$ cat config.mk
export PLATFORM = sky130hd
export DESIGN_NAME = gain_ramp_mute
export DESIGN_NICKNAME = d
export VERILOG_FILES = /design/src/rtl/gr_pkg.sv /design/src/rtl/gr_step.sv /design/src/rtl/gr_scale.sv /design/src/rtl/gain_ramp_mute.sv
export SDC_FILE = /design/constraint.sdc
export NUM_CORES = 1
export LEC_CHECK = 0
export CORE_ASPECT_RATIO = 1.2
export CORE_MARGIN = 2
export CORE_UTILIZATION = 30
export CTS_CLUSTER_SIZE = 16
export DETAILED_ROUTE_END_ITERATION = 8
export GPL_TIMING_DRIVEN = 0
export PLACE_DENSITY_LB_ADDON = 0.05
export SLEW_MARGIN = 10
export SYNTH_ARGS = -nofsm -noshare
export SYNTH_HDL_FRONTEND = slang
export SYNTH_HIERARCHICAL = 1
export SYNTH_SLANG_ARGS = --single-unit
$ cat constraint.sdc
create_clock -name clk -period 9.6 [get_ports clk]
set_input_delay 2.88 -clock clk [delete_from_list [all_inputs] [get_ports clk]]
set_output_delay 2.88 -clock clk [all_outputs]
set_load 0.02 [all_outputs]
$ cat src/rtl/gr_pkg.sv
package gr_pkg;
    localparam int unsigned SAMPLE_W_DEF = 20;
    localparam int unsigned GAIN_W_DEF   = 8;
    localparam int unsigned FRAC_W_DEF   = 7;

    typedef enum logic [1:0] {
        RAMP_HOLD = 2'd0,
        RAMP_UP   = 2'd1,
        RAMP_DOWN = 2'd2
    } ramp_dir_e;
endpackage

$ cat src/rtl/gr_step.sv
module gr_step
    import gr_pkg::*;
#(
    parameter int unsigned GW = GAIN_W_DEF
) (
    input  logic [GW-1:0] cur,
    input  logic [GW-1:0] tgt,
    input  logic          adv,
    output logic [GW-1:0] nxt,
    output logic          rest
);
    ramp_dir_e dir;

    always_comb begin
        if (cur < tgt) begin
            dir = RAMP_UP;
        end else if (cur > tgt) begin
            dir = RAMP_DOWN;
        end else begin
            dir = RAMP_HOLD;
        end
    end

    always_comb begin
        nxt = cur;
        if (adv) begin
            unique case (dir)
                RAMP_UP:   nxt = cur + GW'(1);
                RAMP_DOWN: nxt = cur - GW'(1);
                default:   nxt = cur;
            endcase
        end
    end

    assign rest = (dir == RAMP_HOLD);
endmodule

$ cat src/rtl/gr_scale.sv
module gr_scale
    import gr_pkg::*;
#(
    parameter int unsigned SW = SAMPLE_W_DEF,
    parameter int unsigned GW = GAIN_W_DEF,
    parameter int unsigned FW = FRAC_W_DEF
) (
    input  logic [SW-1:0] sample,
    input  logic [GW-1:0] gain,
    output logic [SW-1:0] result
);
    localparam int unsigned PW = SW + GW + 1;
    localparam logic signed [PW-1:0] MAXV = (PW'(1) <<< (SW - 1)) - PW'(1);
    localparam logic signed [PW-1:0] MINV = -(PW'(1) <<< (SW - 1));
    localparam logic signed [PW-1:0] HALF = PW'(1) <<< (FW - 1);

    logic signed [PW-1:0] sx;
    logic signed [PW-1:0] gx;
    logic signed [PW-1:0] prod;
    logic signed [PW-1:0] shifted;

    always_comb begin
        sx      = $signed({{(GW + 1){sample[SW-1]}}, sample});
        gx      = $signed({{(SW + 1){1'b0}}, gain});
        prod    = sx * gx;
        shifted = (prod + HALF) >>> FW;
        if (shifted > MAXV) begin
            result = MAXV[SW-1:0];
        end else if (shifted < MINV) begin
            result = MINV[SW-1:0];
        end else begin
            result = shifted[SW-1:0];
        end
    end
endmodule

$ cat src/rtl/gain_ramp_mute.sv
module gain_ramp_mute
    import gr_pkg::*;
#(
    parameter int unsigned SAMPLE_W = SAMPLE_W_DEF,
    parameter int unsigned GAIN_W   = GAIN_W_DEF,
    parameter int unsigned FRAC_W   = FRAC_W_DEF
) (
    input  logic                clk,
    input  logic                rst_n,
    input  logic                in_valid,
    input  logic [SAMPLE_W-1:0] in_left,
    input  logic [SAMPLE_W-1:0] in_right,
    input  logic [GAIN_W-1:0]   gain_code,
    input  logic                mute,
    output logic                out_valid,
    output logic [SAMPLE_W-1:0] out_left,
    output logic [SAMPLE_W-1:0] out_right,
    output logic                at_target
);
    localparam int unsigned NCH = 2;

    typedef struct packed {
        logic [GAIN_W-1:0]             gain;
        logic                          vld;
        logic [NCH-1:0][SAMPLE_W-1:0]  smp;
    } state_t;

    state_t st_d;
    state_t st_q;

    logic [GAIN_W-1:0]            tgt_d;
    logic [GAIN_W-1:0]            gain_nxt_d;
    logic                         rest_d;
    logic [NCH-1:0][SAMPLE_W-1:0] smp_in_d;
    logic [NCH-1:0][SAMPLE_W-1:0] smp_sc_d;

    assign tgt_d       = mute ? '0 : gain_code;
    assign smp_in_d[0] = in_left;
    assign smp_in_d[1] = in_right;

    gr_step #(.GW(GAIN_W)) u_step (
        .cur  (st_q.gain),
        .tgt  (tgt_d),
        .adv  (in_valid),
        .nxt  (gain_nxt_d),
        .rest (rest_d)
    );

    for (genvar ch = 0; ch < NCH; ch++) begin : g_chan
        gr_scale #(.SW(SAMPLE_W), .GW(GAIN_W), .FW(FRAC_W)) u_scale (
            .sample (smp_in_d[ch]),
            .gain   (st_q.gain),
            .result (smp_sc_d[ch])
        );
    end

    always_comb begin
        st_d      = st_q;
        st_d.gain = gain_nxt_d;
        st_d.vld  = in_valid;
        if (in_valid) begin
            st_d.smp = smp_sc_d;
        end
    end

    always_ff @(posedge clk) begin
        if (!rst_n) begin
            st_q <= '0;
        end else begin
            st_q <= st_d;
        end
    end

    assign out_valid = st_q.vld;
    assign out_left  = st_q.smp[0];
    assign out_right = st_q.smp[1];
    assign at_target = rest_d;
endmodule

---- Word level (Yosys, flattened, before mapping) ----
Index checks and enable logic that the tools add are counted.
operators by class
  add/sub/neg operators ................... 4
  multiply operators ...................... 2
  order comparisons ....................... 6
  equal/unequal tests ..................... 2
  multiplexer cells ....................... 8
  reductions and logical operators ........ 3
operators by type and width
  kind                                                                     count
  20-bit two-way mux                                                       4
  29-bit by 8-bit adder with 29-bit output (second input constant)         2
  20-bit by 9-bit multiplier with 29-bit output                            2
  22-bit by 20-bit > comparator with 1-bit output (second input constant)  2
  22-bit by 20-bit < comparator with 1-bit output (second input constant)  2
  8-bit one-hot mux with 2 select lines                                    1
  8-bit by 1-bit adder with 8-bit output (second input constant)           1
  8-bit > comparator                                                       1
  8-bit < comparator                                                       1
  8-bit two-way mux                                                        1
  8-bit by 1-bit subtractor with 8-bit output (second input constant)      1
  2-bit two-way mux                                                        2
  2-bit by 1-bit equality test with 1-bit output (second input constant)   1
  2-bit equality test (second input constant)                              1
  2-bit zero test                                                          1
  2-bit AND reduction                                                      1
  2-bit nonzero test                                                       1
storage, ports and cells
  register bits ........................... 49
  input bits .............................. 52
  output and inout port bits .............. 42
  word-level logic and storage cells ...... 29

---- Logic depth before layout (Yosys ltp) ----
  word-level depth ........................ 7
  mapped depth ............................ 25

---- By module ----
The synthesis kept the hierarchy.
by module, submodules not included
  module                        times used  cells each  area an instance (sq um)  sequential area each (sq um)
  gr_scale (g_chan[0].u_scale)  1           666         5984.5                    0.0
  gr_scale (g_chan[1].u_scale)  1           651         5859.4                    0.0
  gain_ramp_mute                1           196         2150.8                    980.9
  gr_step                       1           83          594.3                     0.0

---- Worst setup path before layout ----
OpenSTA, ideal clock, no wires.
  kind .................................... input to register
  start ................................... in in_left[19]
  end ..................................... reg st_q (netlist bit out_left[4])
  arrival time ............................ 7.836 ns
  data required time ...................... 9.484 ns
  slack ................................... 1.648 ns
  cell stages on the path ................. 22
  buffers on the path ..................... 1
  path through ............................ and2_1 fa_1 inv_1 fa_1 inv_1 fa_1 inv_1 fa_1 inv_1 ha_1 ha_1 and3_1 and3_1 o21ai_0 nand2b_1 a211oi_1 xnor2_2 a21oi_2 buf_6 a21oi_1 mux2i_1 nor2b_1
RTL lines
  element                 line                  source
  start: declaration      gain_ramp_mute.sv:11  input logic [SAMPLE_W-1:0] in_left,
  end signal: assignment  gain_ramp_mute.sv:70  st_q <= st_d;
  end: declaration        gain_ramp_mute.sv:29  state_t st_q;

==> out/results.md <==
- outcome: completed
- most common cell after layout, fill and taps aside: sky130_fd_sc_hd__fa_1
- delay of the slowest critical-path stage: 610 ps
- site row count: 88
- number of antenna cells inserted: 0
- CTS sink count: 49
- clock buffer count from CTS: 5
- antenna violations before repair: 0
- RSZ-0062 raised after global routing: false
- worst hold-check path type: reg -> reg
- DRC: 0
- crit-path leading delay family: adder cells
- leading cell types in the layout, fill and taps excluded: 253 x sky130_fd_sc_hd__fa_1, 216 x sky130_fd_sc_hd__inv_1, 193 x sky130_fd_sc_hd__nand2_1
- buffer levels on the longest clock path: 2
- clk slew on worst S/H paths: 70 ps
- Max-Slew Margin vs Limit: 0.501
- crit-path max FO: 10
- final hold violations: 0
- YS warnings: 6
- number of hold buffers added after cts: 0
- maximum number of pins on one net before global-route repair: 16
- Post-DP HPWL: 35,200 um
- residual overflow from global routing: 0
- final sum of negative setup slack: 0 ps
- placed cells: 2,317
- final design area excluding fillers: 16,500 um2
- buffers added on ports: 91
- number of primary I/O pins: 94
- post-synthesis instance area: 14,600 um2
- layout-stage area growth over the synthesis result: 12.8%
- number of setup violations in the final report: 0
- post-synthesis net count: 2,063
- GPL Wtd Cong: 0.816
- slowest stage cell, crit path: sky130_fd_sc_hd__fa_1
- Final Instance Count excl. Fillers: 2,324
- Final ANT Viol Nets: 0
- FFs w/ async S/R, synth: 0
- signal arrival time at the worst endpoint: 9090 ps
- average detailed-routed wire length per instance: 17.6 um
- insertion delay to the later sink of the worst-skew pair: 310 ps
- via count: 10,764
- main flop type after synthesis: sky130_fd_sc_hd__dfxtp_1
- time the final worst path needs with I/O delays and setup: 8890 ps
- total length of routed wires: 40,900 um
- initial drt markers: 325
- initial cell density of the core: 0.304
- transition at the pin with the smallest max-transition slack: 749 ps
- die area: 50,400 um2
- series of cell instances along the critical path: clkdlybuf4s50_1 > and2_1 > fa_1 > inv_1 > fa_1 > inv_1 > fa_1 > fa_1 > ha_1 > ha_1 > a21o_1 > a21o_1 > a2111oi_0 > o21ai_0 > nand2_1 > xnor2_1 > buf_2 > a21oi_2 > buf_6 > a21oi_1 > mux2i_1 > nor2b_1
- kind of end point of the critical path: register
- type of element launching the critical path: input pin
- TritonCTS clock tree: yes
- post-CTS resize count: 0
- number of distinct library cells after synthesis: 70
- mean area per synthesized cell: 9.14 um2
- Critical Path Most Common Cell: sky130_fd_sc_hd__fa_1
- Pre-antenna DRT Iters: 5
- global-route usage over all layers: 0.167
- Achievable Freq: 112 MHz
- Post-CTS Setup Repair Bufs: 0
- sequential fraction of the synthesis area: 0.0672
- first-pass GRT wire length: 64,900 um
- Die Y: 246 um
- required time of the critical path: 9800 ps
- vias in the first global route: 11,623
- path type of the worst setup path: in -> reg
- total of max-cap violations: 0
- flip-flop and latch count after synthesis: 49
- Final Skew: 10.3 ps
- number of instances in the synthesized netlist: 1,596
- critical path buffer and inverter count: 5
- cell at the root of the clock tree: sky130_fd_sc_hd__clkbuf_16
- fraction of final layout cells sized beyond drive strength 1: 0.0726
- core utilization of the finished layout: 0.343
- final worst path period share: 0.927
- number of levels in the clock H-tree: 2
- fin. max-slew vios: 0
- Post-synth EDFFs: 0
- DR vias/cell: 4.63
- post-layout net count: 2,161
- area of placed instances: 16,300 um2
- core region area: 48,000 um2
- horizontal die dimension: 205 um
## stage by stage
step | hold slack, ps | worst slack [ps]
final | 520 | 705
after global routing | 545 | 342
after CTS | 525 | 639
after detailed placement | 504 | 363
after global placement | 502 | 307
after floorplan | 484 | 1650
## worst register-to-register path, delay by kind of cell (launching register included)
family / cells / cell delay [ps]
fa+ha+maj: 6 / 2560
compound gates: 6 / 1420
buf+inv: 6 / 1400
flops: 1 / 590
simple gates: 3 / 370
mux: 1 / 150
xor+xnor: 1 / 110
## registers in the layout, summed over array words and instances (netlist names)
signal     flops
out_left      20
out_valid      1
st_q           8
out_right     20
## cell families (layout without fill, tap and decap cells)
family          Yosys count  after routing  share of synthesized area
compound gates          197            197                     0.0927
xor+xnor                 53             53                     0.0341
fa+ha+maj               415            415                      0.486
buf+inv                 318            416                      0.103
flops                    49             49                     0.0672
mux                      41             41                     0.0281
simple gates            523            523                      0.189
## worst paths after layout
check,cells after the start,slack [ps],to,start
min,2,520,out_left[19],out_left[19]
max,22,710,out_left[4],in_left[19]
max reg2reg,23,2890,out_left[4],st_q[44]
min reg2reg,2,520,out_left[19],out_left[19]
## Yosys cell counts, types with 3 or more instances
library cell               count  area share
sky130_fd_sc_hd__o31ai_1       3      0.0015
sky130_fd_sc_hd__a21oi_2      13      0.0078
sky130_fd_sc_hd__buf_6         8      0.0062
sky130_fd_sc_hd__o21ai_1       4      0.0014
sky130_fd_sc_hd__xnor2_1      31       0.019
sky130_fd_sc_hd__o31a_1        3      0.0018
sky130_fd_sc_hd__dfxtp_1      49       0.067
sky130_fd_sc_hd__xor2_1       19       0.011
sky130_fd_sc_hd__clkbuf_1     41       0.011
sky130_fd_sc_hd__nor4_1        3      0.0013
sky130_fd_sc_hd__nand2b_1      5      0.0021
sky130_fd_sc_hd__nor2b_1      53       0.023
sky130_fd_sc_hd__or2_2         7      0.0030
sky130_fd_sc_hd__a21oi_1      57       0.020
sky130_fd_sc_hd__a211oi_1      4      0.0021
sky130_fd_sc_hd__inv_1       216       0.056
sky130_fd_sc_hd__mux2i_1      41       0.028
sky130_fd_sc_hd__o21bai_1      5      0.0026
sky130_fd_sc_hd__o21ai_2      12      0.0072
sky130_fd_sc_hd__nor2_1       32      0.0082
sky130_fd_sc_hd__buf_4        42       0.022
sky130_fd_sc_hd__nand2_1     193       0.050
sky130_fd_sc_hd__fa_1        253        0.35
sky130_fd_sc_hd__nand4_1      10      0.0043
sky130_fd_sc_hd__ha_1        162        0.14
sky130_fd_sc_hd__o21ai_0      39       0.013
sky130_fd_sc_hd__a31oi_1       8      0.0034
sky130_fd_sc_hd__a21o_1       12      0.0062
sky130_fd_sc_hd__o211ai_1      3      0.0015
sky130_fd_sc_hd__nand3_1      20      0.0069
sky130_fd_sc_hd__or3_1         6      0.0026
sky130_fd_sc_hd__o21a_1        9      0.0046
sky130_fd_sc_hd__and2_1      165       0.071
sky130_fd_sc_hd__buf_2         4      0.0014
sky130_fd_sc_hd__nand3_2       3      0.0021
sky130_fd_sc_hd__and3_1        5      0.0021
sky130_fd_sc_hd__nor3_1       11      0.0038
sky130_fd_sc_hd__buf_12        5      0.0069
## cell type report
| type | instances | area [um2] |
|---|---|---|
| buffer | 102 | 688 |
| clock buffer | 5 | 125 |
| clock inverter | 2 | 38.8 |
| fill | 5161 | 31600 |
| inverter | 216 | 811 |
| multi-input combinational | 1229 | 12100 |
| sequential | 49 | 981 |
| tap | 630 | 788 |
| timing repair buffer | 91 | 911 |
## layer usage
layer,wire length (um),vias to the layer above,GRT usage
met5,0,-,0
met4,787,0,0.0389
met3,500,37,0.00649
met2,22800,100,0.328
met1,16800,5392,0.198
li1,-,5235,-
Power is not shown: default switching activity piles up to over one toggle a cycle in this logic, so the estimate is an artifact.
